==> src/rtl/sup_rst_wdog.sv <==
module sup_rst_wdog #(
  parameter int PULSE_TICKS = 4,
  parameter int WDOG_TICKS  = 10
) (
  input  logic clk,
  input  logic rst_n,
  input  logic tick,
  input  logic supply_low,
  input  logic wd_in,
  input  logic wd_float,
  input  logic ce_in_n,
  output logic rst_out_n,
  output logic rst_out,
  output logic wd_out_n,
  output logic ce_out_n
);
  localparam int PW = $clog2(PULSE_TICKS + 1);
  localparam int WW = $clog2(WDOG_TICKS + 1);
  localparam logic [PW-1:0] P_LAST = PW'(PULSE_TICKS - 1);
  localparam logic [WW-1:0] W_LAST = WW'(WDOG_TICKS - 1);

  logic [2:0]    sync_q;
  logic [PW-1:0] pcnt;
  logic [WW-1:0] wcnt;
  logic          hold_q;
  logic          wd_q;
  logic          wd_edge;
  logic          wd_clr;
  logic          fire;

  assign wd_edge = sync_q[1] ^ sync_q[2];
  assign wd_clr  = supply_low | wd_float | wd_edge;
  assign fire    = !wd_clr && tick && (wcnt == W_LAST);

  always_ff @(posedge clk) begin
    if (!rst_n) sync_q <= '0;
    else        sync_q <= {sync_q[1:0], wd_in};
  end

  always_ff @(posedge clk) begin
    if (!rst_n) begin
      wcnt <= '0;
    end else if (wd_clr || fire) begin
      wcnt <= '0;
    end else if (tick) begin
      wcnt <= wcnt + 1'b1;
    end
  end

  always_ff @(posedge clk) begin
    if (!rst_n) begin
      hold_q <= 1'b1;
      pcnt   <= '0;
    end else if (supply_low || fire) begin
      hold_q <= 1'b1;
      pcnt   <= '0;
    end else if (hold_q && tick) begin
      if (pcnt == P_LAST) begin
        hold_q <= 1'b0;
        pcnt   <= '0;
      end else begin
        pcnt <= pcnt + 1'b1;
      end
    end
  end

  always_ff @(posedge clk) begin
    if (!rst_n)                       wd_q <= 1'b1;
    else if (supply_low || wd_edge)   wd_q <= 1'b1;
    else if (fire)                    wd_q <= 1'b0;
  end

  assign rst_out_n = !hold_q;
  assign rst_out   = hold_q;
  assign wd_out_n  = wd_q;
  assign ce_out_n  = supply_low | ce_in_n;
endmodule

==> config.mk <==
export PLATFORM = sky130hd
export DESIGN_NAME = sup_rst_wdog
export DESIGN_NICKNAME = d
export VERILOG_FILES = /design/src/rtl/sup_rst_wdog.sv
export SDC_FILE = /design/constraint.sdc
export NUM_CORES = 1
export LEC_CHECK = 0
export BUFFER_PORTS_ARGS = -buffer_cell sky130_fd_sc_hd__buf_2
export CORE_AREA = 2 2 39 41
export DETAILED_ROUTE_END_ITERATION = 16
export DIE_AREA = 0 0 41 43
export HOLD_SLACK_MARGIN = 0.15
export PLACE_DENSITY_LB_ADDON = 0.15
export SLEW_MARGIN = 20
export SYNTH_ARGS = -nofsm -noshare
export SYNTH_HDL_FRONTEND = slang
export SYNTH_SLANG_ARGS = --single-unit
export TNS_END_PERCENT = 1
==> constraint.sdc <==
create_clock -name clk -period 4 [get_ports clk]
set_clock_uncertainty 0.15 [all_clocks]
set_input_delay 0 -clock clk [delete_from_list [all_inputs] [get_ports clk]]
set_output_delay 0 -clock clk [all_outputs]
set_load 0.005 [all_outputs]
==> impl_metrics.yaml, run 1 <==
global_route:
  grt_usage: 0.1489
  grt_pass1_vias: 439
  grt_pass1_wl_mm: 1.745
  antenna_found_initial: 0
  grt_overflow: 0
  grt_max_degree: 12
setup_path:
  crit_required_ns: 4.01
  crit_slowest_cell: "dlygate4sd3_1"
  cp_cell_sequence: "ha_1 -> nand4b_4 -> o31ai_1 -> dlygate4sd3_1 -> nand2_1 -> dlygate4sd3_1"
  rrSetupSlack_ns: 1.61
  startpoint_type: "flip-flop"
  reg2regPathDepth: 6
  cp_common_cell: "dlygate4sd3_1"
  cpLargestDelayFamily: "buffers and inverters"
  critPathMaxFanout: 4
  cp-end-kind: "flip-flop"
  reg2reg_to: "wd_out_n"
  rr_startpoint: "wcnt[0]"
  arrival_ns: 2.40
  critical_path_class: "reg2reg"
  crit_buf_inv: 2
  cpPeakStageDelay_ns: 0.58
cts:
  ctsRootBufferMaster: "clkbuf_4"
  worstSkewPairLatency_ns: 0.27
  h-tree-depth: 1
  cts_buffers: 3
  cts_num_sinks: 12
  cts_buffer_depth: 2
  cts.hold.buffers_added: 10
  clk_pin_slew_ns: 0.07
  cts_tree: "done"
  cts_resized: 0
  cts_setup_buffers: 0
timing:
  final.setup.tns_ns: 0
  finalCritPeriodShare: 0.5968
  relSlewSlack: 0.7817
  slew_violations: 0
  hold_viol: 0
  grt_setup_unrepaired: "no"
  setup_viol: 0
  max_freq_mhz: 418.9
  worst_pin_slew_ns: 0.3250
  period_needed_ns: 2.387
  holdWs_ns: 0.2868
detailed_routing:
  dr.pass1.iters: 2
  dr_total_vias: 436
  initialDrtViolationCount: 8
  wl_per_cell_um: 10.80
  drc: 0
  vias_per_cell: 4.739
  drt-total-wl_um: 994
  antenna_left: 0
yosys:
  synth_cell_type_count: 26
  yosysMostFrequentCell: "dfxtp_1"
  yosysSeqAreaShare: 0.4147
  synth_edf_count: 0
  synth_nets: 64
  synth-seq-cells: 12
  synth_common_cells: "dfxtp_1, nor2_1, nand2_1"
  async_reset_ff_frac: 0
  syn_area_per_cell_sq_um: 10.73
  yosys.area.top_type: "dfxtp_1"
  netlist_instances: 54
  synth_area_sq_um: 579.3
  synthFlopType: "dfxtp_1"
  synth_top_area_share: 0.4147
  yosys_warnings: 0
  ys_top_cells_by_area: "dfxtp_1, ha_1, nand4bb_4, nand4b_4, nor2_1"
power_and_ir_drop:
  power_density_nw_per_um2: 286.3
  power.leakage_nw: 0.3299
  ir_drop_v: 0.0001985
hold_path:
  hold_start: "sync_q[0]"
  min_to: "sync_q[1]"
  min_path_cells: 1
  hold_path.class: "reg2reg"
place:
  port_buffers: 10
  routabilityCongestion: 0.7467
  placed_cell_area_sq_um: 641.9
  place_hpwl_um: 670.5
floorplan:
  coreArea_sq_um: 1384
  start_util: 0.4186
  fp.dieH_um: 43
  pin_count: 11
  row_count: 14
  dieArea_sq_um: 1763
  die-width_um: 41
layout:
  design_area_sq_um: 764.5
  drive_above_1_share: 0.2632
  nets: 88
  syn_to_final_growth_pct: 31.97
  antenna_cells: 0
  fin_util: 0.5524
  filler_cell_count: 131
job:
  cap_violations: 0
run_status:
  status: "finished clean"
==> through the flow <==
step	setup WS (ns)	cells	power, W
5_1_grt	1.502	92	0.0002297
3_3_place_gp	2.566	79	0.0001448
3_5_place_dp	2.521	79	0.0001448
2_1_floorplan	2.628	54	0.0001384
6_report	1.613	92	0.0002189
4_1_cts	1.606	92	0.0002210
==> worst max-delay path by stage <==
stage             from        to  slack [ns]  depth (start not counted)
4_1_cts        wcnt[0]  wd_out_n        1.61                          6
3_3_place_gp   wcnt[0]   pcnt[1]        2.57                          4
3_5_place_dp   wcnt[0]   pcnt[1]        2.52                          4
2_1_floorplan  wcnt[0]   pcnt[1]        2.63                          4
5_1_grt        wcnt[0]  wd_out_n        1.50                          6
6_report       wcnt[0]  wd_out_n        1.61                          6
==> where the power goes <==
part           internal (W)  leakage [nW]  total (W)  switching, W
Sequential         0.000122        0.0975   0.000123    0.00000167
Clock             0.0000348        0.0138  0.0000714     0.0000366
Combinational     0.0000134         0.219  0.0000240     0.0000106
Total              0.000170         0.330   0.000219     0.0000488
==> layout make-up <==
cell class,instances,area [sq um],share of cell area
clock buffer,3,22.52,0.02946
inverter,3,11.26,0.01473
multi-input combinational,38,320.3,0.4190
sequential,12,240.2,0.3142
tap,16,20.02,0.02619
timing repair buffer,20,150.1,0.1964
==> routing by layer <==
metal / share of wire / wire [um] / up-vias / GRT usage
met5: 0 / 0 / - / 0
met1: 0.46 / 454 / 193 / 0.1921
met4: 0.016 / 16 / 0 / 0.08000
met3: 0.041 / 41 / 2 / 0.03141
li1: - / - / 229 / -
met2: 0.48 / 482 / 12 / 0.2219
==> flip-flops by register name, indices dropped and copies added, names as in the netlist <==
signal / cells
wcnt: 4
sync_q: 3
wd_out_n: 1
rst_out: 1
pcnt: 3
==> worst reg2reg max path, cell delays in order (launching register included) <==
cell and delay [ns]:
dfxtp_1 0.39, ha_1 0.21, nand4b_4 0.15, o31ai_1 0.21, dlygate4sd3_1 0.58, nand2_1 0.05
dlygate4sd3_1 0.55
==> logic make-up (layout without fill, tap and decap cells) <==
| kind of cell | Yosys count | in the layout | share of synthesized area |
|---|---|---|---|
| AO/OA/AOI/OAI | 4 | 4 | 0.06049 |
| XOR/XNOR | 4 | 4 | 0.07345 |
| adder cells (fa/ha/maj) | 3 | 3 | 0.06480 |
| buffers and inverters | 4 | 26 | 0.03240 |
| flip-flops | 12 | 12 | 0.4147 |
| multiplexers | 1 | 1 | 0.01728 |
| AND/OR/NAND/NOR | 26 | 26 | 0.3369 |
==> cells in the final DEF (no fill, tap or decap) <==
master / instances
and3_1: 1
nand4b_4: 1
inv_1: 3
or2_2: 1
a211o_1: 1
ha_1: 3
dlygate4sd3_1: 10
nor3_1: 2
mux2i_1: 1
nand2b_1: 2
nand4_1: 1
xor2_1: 2
a211oi_2: 1
dfxtp_1: 12
clkbuf_4: 3
xnor2_1: 1
nor4_4: 1
xor2_2: 1
and2_1: 3
nand4bb_4: 1
a31oi_1: 1
nand2_1: 4
buf_2: 10
nor2_1: 6
o31ai_1: 1
nand3_1: 1
nor4_2: 1
nand3b_1: 1
Note: power is estimated with default switching activity, not from simulation.
==> inputs of run 2 (changes only) <==
- clock period: 4 -> 2.3 ns (I/O delays scaled with it)
==> run 2 against run 1 <==
Worst setup slack worse by 1.2 ns; via count down 0.92%; die area unchanged; utilization down 0.72 points; routed wire length down 1.4%; global-route usage down 0.30 points; maximum frequency up 25%.
==> impl_metrics.yaml, run 2 (same netlist as run 1, synthesis figures left out) <==
global_route:
  grt_max_degree: 12
  grt_usage: 0.1459
  grt-busiest-layer: "met2"
  grt_pass1_wl_mm: 1.704
  grtUsageMet2: 0.2156
  met1_usage: 0.1887
  grt_use_met3: 0.03141
  grt_overflow: 0
  antenna_found_initial: 0
  grt_pass1_vias: 428
timing:
  max_freq_mhz: 525.3
  period_needed_ns: 1.904
  relSlewSlack: 0.7816
  final.setup.tns_ns: 0
  finalCritPeriodShare: 0.8277
  setup_viol: 0
  slew_violations: 0
  grt_setup_unrepaired: "no"
  hold_viol: 0
  worst_pin_slew_ns: 0.3251
cts:
  cts_buffers: 3
  cts_tree: "done"
  cts_num_sinks: 12
  clk_pin_slew_ns: 0.06
  cts_buffer_depth: 2
  ctsRootBufferMaster: "clkbuf_4"
  worstSkewPairLatency_ns: 0.27
  h-tree-depth: 1
floorplan:
  coreArea_sq_um: 1384
  start_util: 0.4186
  die-width_um: 41
  fp.dieH_um: 43
  row_count: 14
  dieArea_sq_um: 1763
  pin_count: 11
layout:
  largest_register: "wcnt"
  filler_cell_count: 131
  mostFrequentLayoutCells: "dfxtp_1, buf_2, dlygate4sd3_1"
  largest_registers: "wcnt (4), pcnt (3), sync_q (3)"
  mostFrequentLayoutCell: "dfxtp_1"
  nets: 87
  drive_above_1_share: 0.2667
  antenna_cells: 0
  largest_reg_flops: 4
  syn_to_final_growth_pct: 30.24
detailed_routing:
  drt-total-wl_um: 980
  initialDrtViolationCount: 7
  antenna_left: 0
  vias_per_cell: 4.747
  drc: 0
  dr.pass1.iters: 2
  wl_per_cell_um: 10.77
  dr_total_vias: 432
setup_path:
  crit_slowest_cell: "dlygate4sd3_1"
  crit_buf_inv: 2
  cpPeakStageDelay_ns: 0.57
  arrival_ns: 1.96
  cp-end-kind: "flip-flop"
  crit_required_ns: 2.36
  critical_path_class: "reg2reg"
  startpoint_type: "flip-flop"
  cp_cell_sequence: "inv_1 -> ha_1 -> nand4b_4 -> nand4bb_4 -> a211oi_2 -> dlygate4sd3_1"
  cpLargestDelayFamily: "buffers and inverters"
  critPathMaxFanout: 4
power_and_ir_drop:
  power_density_nw_per_um2: 504.5
  ir_drop_v: 0.0003453
  power_w: 0.0003806
  power.leakage_nw: 0.3285
run_status:
  status: "finished clean"
place:
  place_hpwl_um: 670.5
  routabilityCongestion: 0.7467
  port_buffers: 10
hold_path:
  hold_path.class: "reg2reg"
job:
  cap_violations: 0
[run 2: cell types whose count changed in the layout (fill, tap and decap cells not counted)]
cell and delta:
dlygate4sd3_1 -1
[run 2: path summary, 6_finish.rpt]
path / from / slack [ns] / cells past startpoint / end
setup / recovery: wcnt[1] / 0.40 / 6 / wcnt[1]
hold / removal: sync_q[0] / 0.29 / 1 / sync_q[1]
setup reg to reg: wcnt[1] / 0.40 / 6 / wcnt[1]
hold reg to reg: sync_q[0] / 0.29 / 1 / sync_q[1]
[run 2: timing repair]
item / CTS / global route
hold buffers: 9 / 0
gates resized for setup: 0 / 0
endpoints found under the hold margin: 13 / 0
buffers inserted: 0 / 0
endpoints found under the setup margin: 0 / 0
[run 2: layer usage]
metal | vias up | share of wire
met4 | 0 | 0.016
li1 | 227 | -
met1 | 191 | 0.46
met2 | 12 | 0.48
met3 | 2 | 0.042
met5 | - | 0
[run 2: through the flow]
step                      hold WS (ns)  instance area, sq um  worst slack, ns  instances  utilization
after floorplan               -0.06462                 579.3           0.9281         54            -
after global placement         0.05692                 641.9           0.8657         79       0.4638
after CTS                       0.2877                 754.5           0.3919         91       0.5452
after detailed placement       0.06000                 641.9           0.8214         79       0.4638
final                           0.2868                 754.5           0.3962         91       0.5452
after global routing            0.3159                 754.5           0.3292         91       0.5452
[run 2: power breakdown]
part / switching (W) / internal (W) / leakage [nW] / total (W)
Clock: 0.0000636 / 0.0000606 / 0.0138 / 0.000124
Sequential: 0.00000291 / 0.000212 / 0.0975 / 0.000215
Combinational: 0.0000184 / 0.0000233 / 0.217 / 0.0000417
Total: 0.0000849 / 0.000296 / 0.329 / 0.000381
[run 2: cell type report]
| type | instances | area (sq um) | area share |
|---|---|---|---|
| multi-input combinational | 38 | 320.3 | 0.4245 |
| sequential | 12 | 240.2 | 0.3184 |
| timing repair buffer | 19 | 140.1 | 0.1857 |
| clock buffer | 3 | 22.52 | 0.02985 |
| tap | 16 | 20.02 | 0.02653 |
| inverter | 3 | 11.26 | 0.01493 |
==> inputs of run 3 (changes only) <==
- clock period: 2.3 -> 1.8 ns (I/O delays scaled with it)
==> run 3 against run 2 <==
Sequential share of layout area rose by 0.87 points; routed wire length fell by 2.3%; utilization fell by 1.4 points; critical path type unchanged; register-to-register slack got worse by 0.09 ns; combinational power rose by 26%; power rose by 27%; flip-flop and latch count did not move; count of clock-buffer cells in the layout did not move.
==> impl_metrics.yaml, run 3 (same netlist as run 1, synthesis figures left out) <==
cts:
  cts_resized: 0
  clk_pin_slew_ns: 0.07
  ctsRootBufferMaster: "clkbuf_4"
  cts_buffer_depth: 2
  cts_tree: "done"
  h-tree-depth: 1
  cts_buffers: 3
  cts_num_sinks: 12
  cts.hold.buffers_added: 7
  worstSkewPairLatency_ns: 0.26
  cts_setup_buffers: 0
setup_path:
  arrival_ns: 1.49
  rr_startpoint: "wcnt[0]"
  cp-end-kind: "flip-flop"
  startpoint_type: "flip-flop"
  critPathMaxFanout: 4
  critical_path_class: "reg2reg"
  crit_required_ns: 1.79
  crit_start: "wcnt[0]"
timing:
  final.setup.tns_ns: 0
  finalCritPeriodShare: 0.8315
  setup_viol: 0
  hold_viol: 0
  period_needed_ns: 1.497
  max_freq_mhz: 668.2
  worst_pin_slew_ns: 0.3365
  grt_setup_unrepaired: "no"
  relSlewSlack: 0.7740
  slew_violations: 0
power_and_ir_drop:
  power.leakage_nw: 0.3147
  power_density_nw_per_um2: 656.3
  power_w: 0.0004820
  ir_drop_v: 0.0004521
layout:
  mostFrequentLayoutCell: "dfxtp_1"
  fin_util: 0.5307
  filler_cell_count: 126
  design_area_sq_um: 734.5
  drive_above_1_share: 0.2740
  largest_reg_flops: 4
  nets: 85
  mostFrequentLayoutCells: "dfxtp_1, buf_2, dlygate4sd3_1"
  largest_register: "wcnt"
  antenna_cells: 0
  largest_registers: "wcnt (4), pcnt (3), sync_q (3)"
  layout.cells.non_filler: 89
  syn_to_final_growth_pct: 26.78
global_route:
  grt_overflow: 0
  grt_usage: 0.1429
  antenna_found_initial: 0
  grt_max_degree: 12
  grt_pass1_wl_mm: 1.656
  grt_pass1_vias: 422
floorplan:
  die-width_um: 41
  fp.dieH_um: 43
  row_count: 14
  dieArea_sq_um: 1763
  coreArea_sq_um: 1384
  pin_count: 11
  start_util: 0.4186
run_status:
  status: "finished clean"
detailed_routing:
  vias_per_cell: 4.742
  drt-total-wl_um: 957
  wl_per_cell_um: 10.75
  dr_total_vias: 422
  dr.pass1.iters: 2
  initialDrtViolationCount: 4
  drc: 0
  antenna_left: 0
place:
  post-place-cells: 79
  placed_cell_area_sq_um: 641.9
  place_hpwl_um: 666.6
  port_buffers: 10
  routabilityCongestion: 0.7458
job:
  cap_violations: 0
hold_path:
  hold_path.class: "reg2reg"
  hold_start: "sync_q[0]"
## run 3: routing by layer
layer  global-route usage  vias up  routed length [um]
met3              0.03141        2                  27
met4               0.1000        0                  10
met2               0.2094        9                 465
met5                    0        -                   0
met1               0.1755      187                 452
li1                     -      224                   -
## run 3: path summary, 6_finish.rpt
check              endpoint  slack [ns]  depth (start not counted)
setup / recovery    pcnt[2]        0.30                          4
hold / removal    sync_q[1]        0.29                          1
setup reg to reg    pcnt[2]        0.30                          4
hold reg to reg   sync_q[1]        0.29                          1
## run 3: final cells by class
| class | instances | area, sq um | area share |
|---|---|---|---|
| well taps | 16 | 20.02 | 0.02726 |
| multi-input cells | 38 | 320.3 | 0.4361 |
| clock buffers | 3 | 22.52 | 0.03066 |
| flip-flops and latches | 12 | 240.2 | 0.3271 |
| repair buffers | 17 | 120.1 | 0.1635 |
| inverters | 3 | 11.26 | 0.01533 |
## run 3: where the power goes
group          leakage, nW  switching, W  internal [W]
logic                0.203     0.0000234     0.0000292
registers           0.0975    0.00000377      0.000271
clock network       0.0138     0.0000779     0.0000772
total                0.315      0.000105      0.000377
## run 3: critical path, stage by stage, from the launching register on
cell	delay [ns]
dfxtp_1	0.40
ha_1	0.22
nand4b_4	0.15
nor4_4	0.35
nor3_1	0.10
## run 3: stage by stage
| step | worst slack, ns | hold slack [ns] |
|---|---|---|
| 2_1_floorplan | 0.4281 | -0.06462 |
| 4_1_cts | 0.2896 | 0.2877 |
| 5_1_grt | 0.2301 | 0.3127 |
| 3_3_place_gp | 0.3653 | 0.05695 |
| 6_report | 0.3034 | 0.2874 |
| 3_5_place_dp | 0.3149 | 0.06000 |
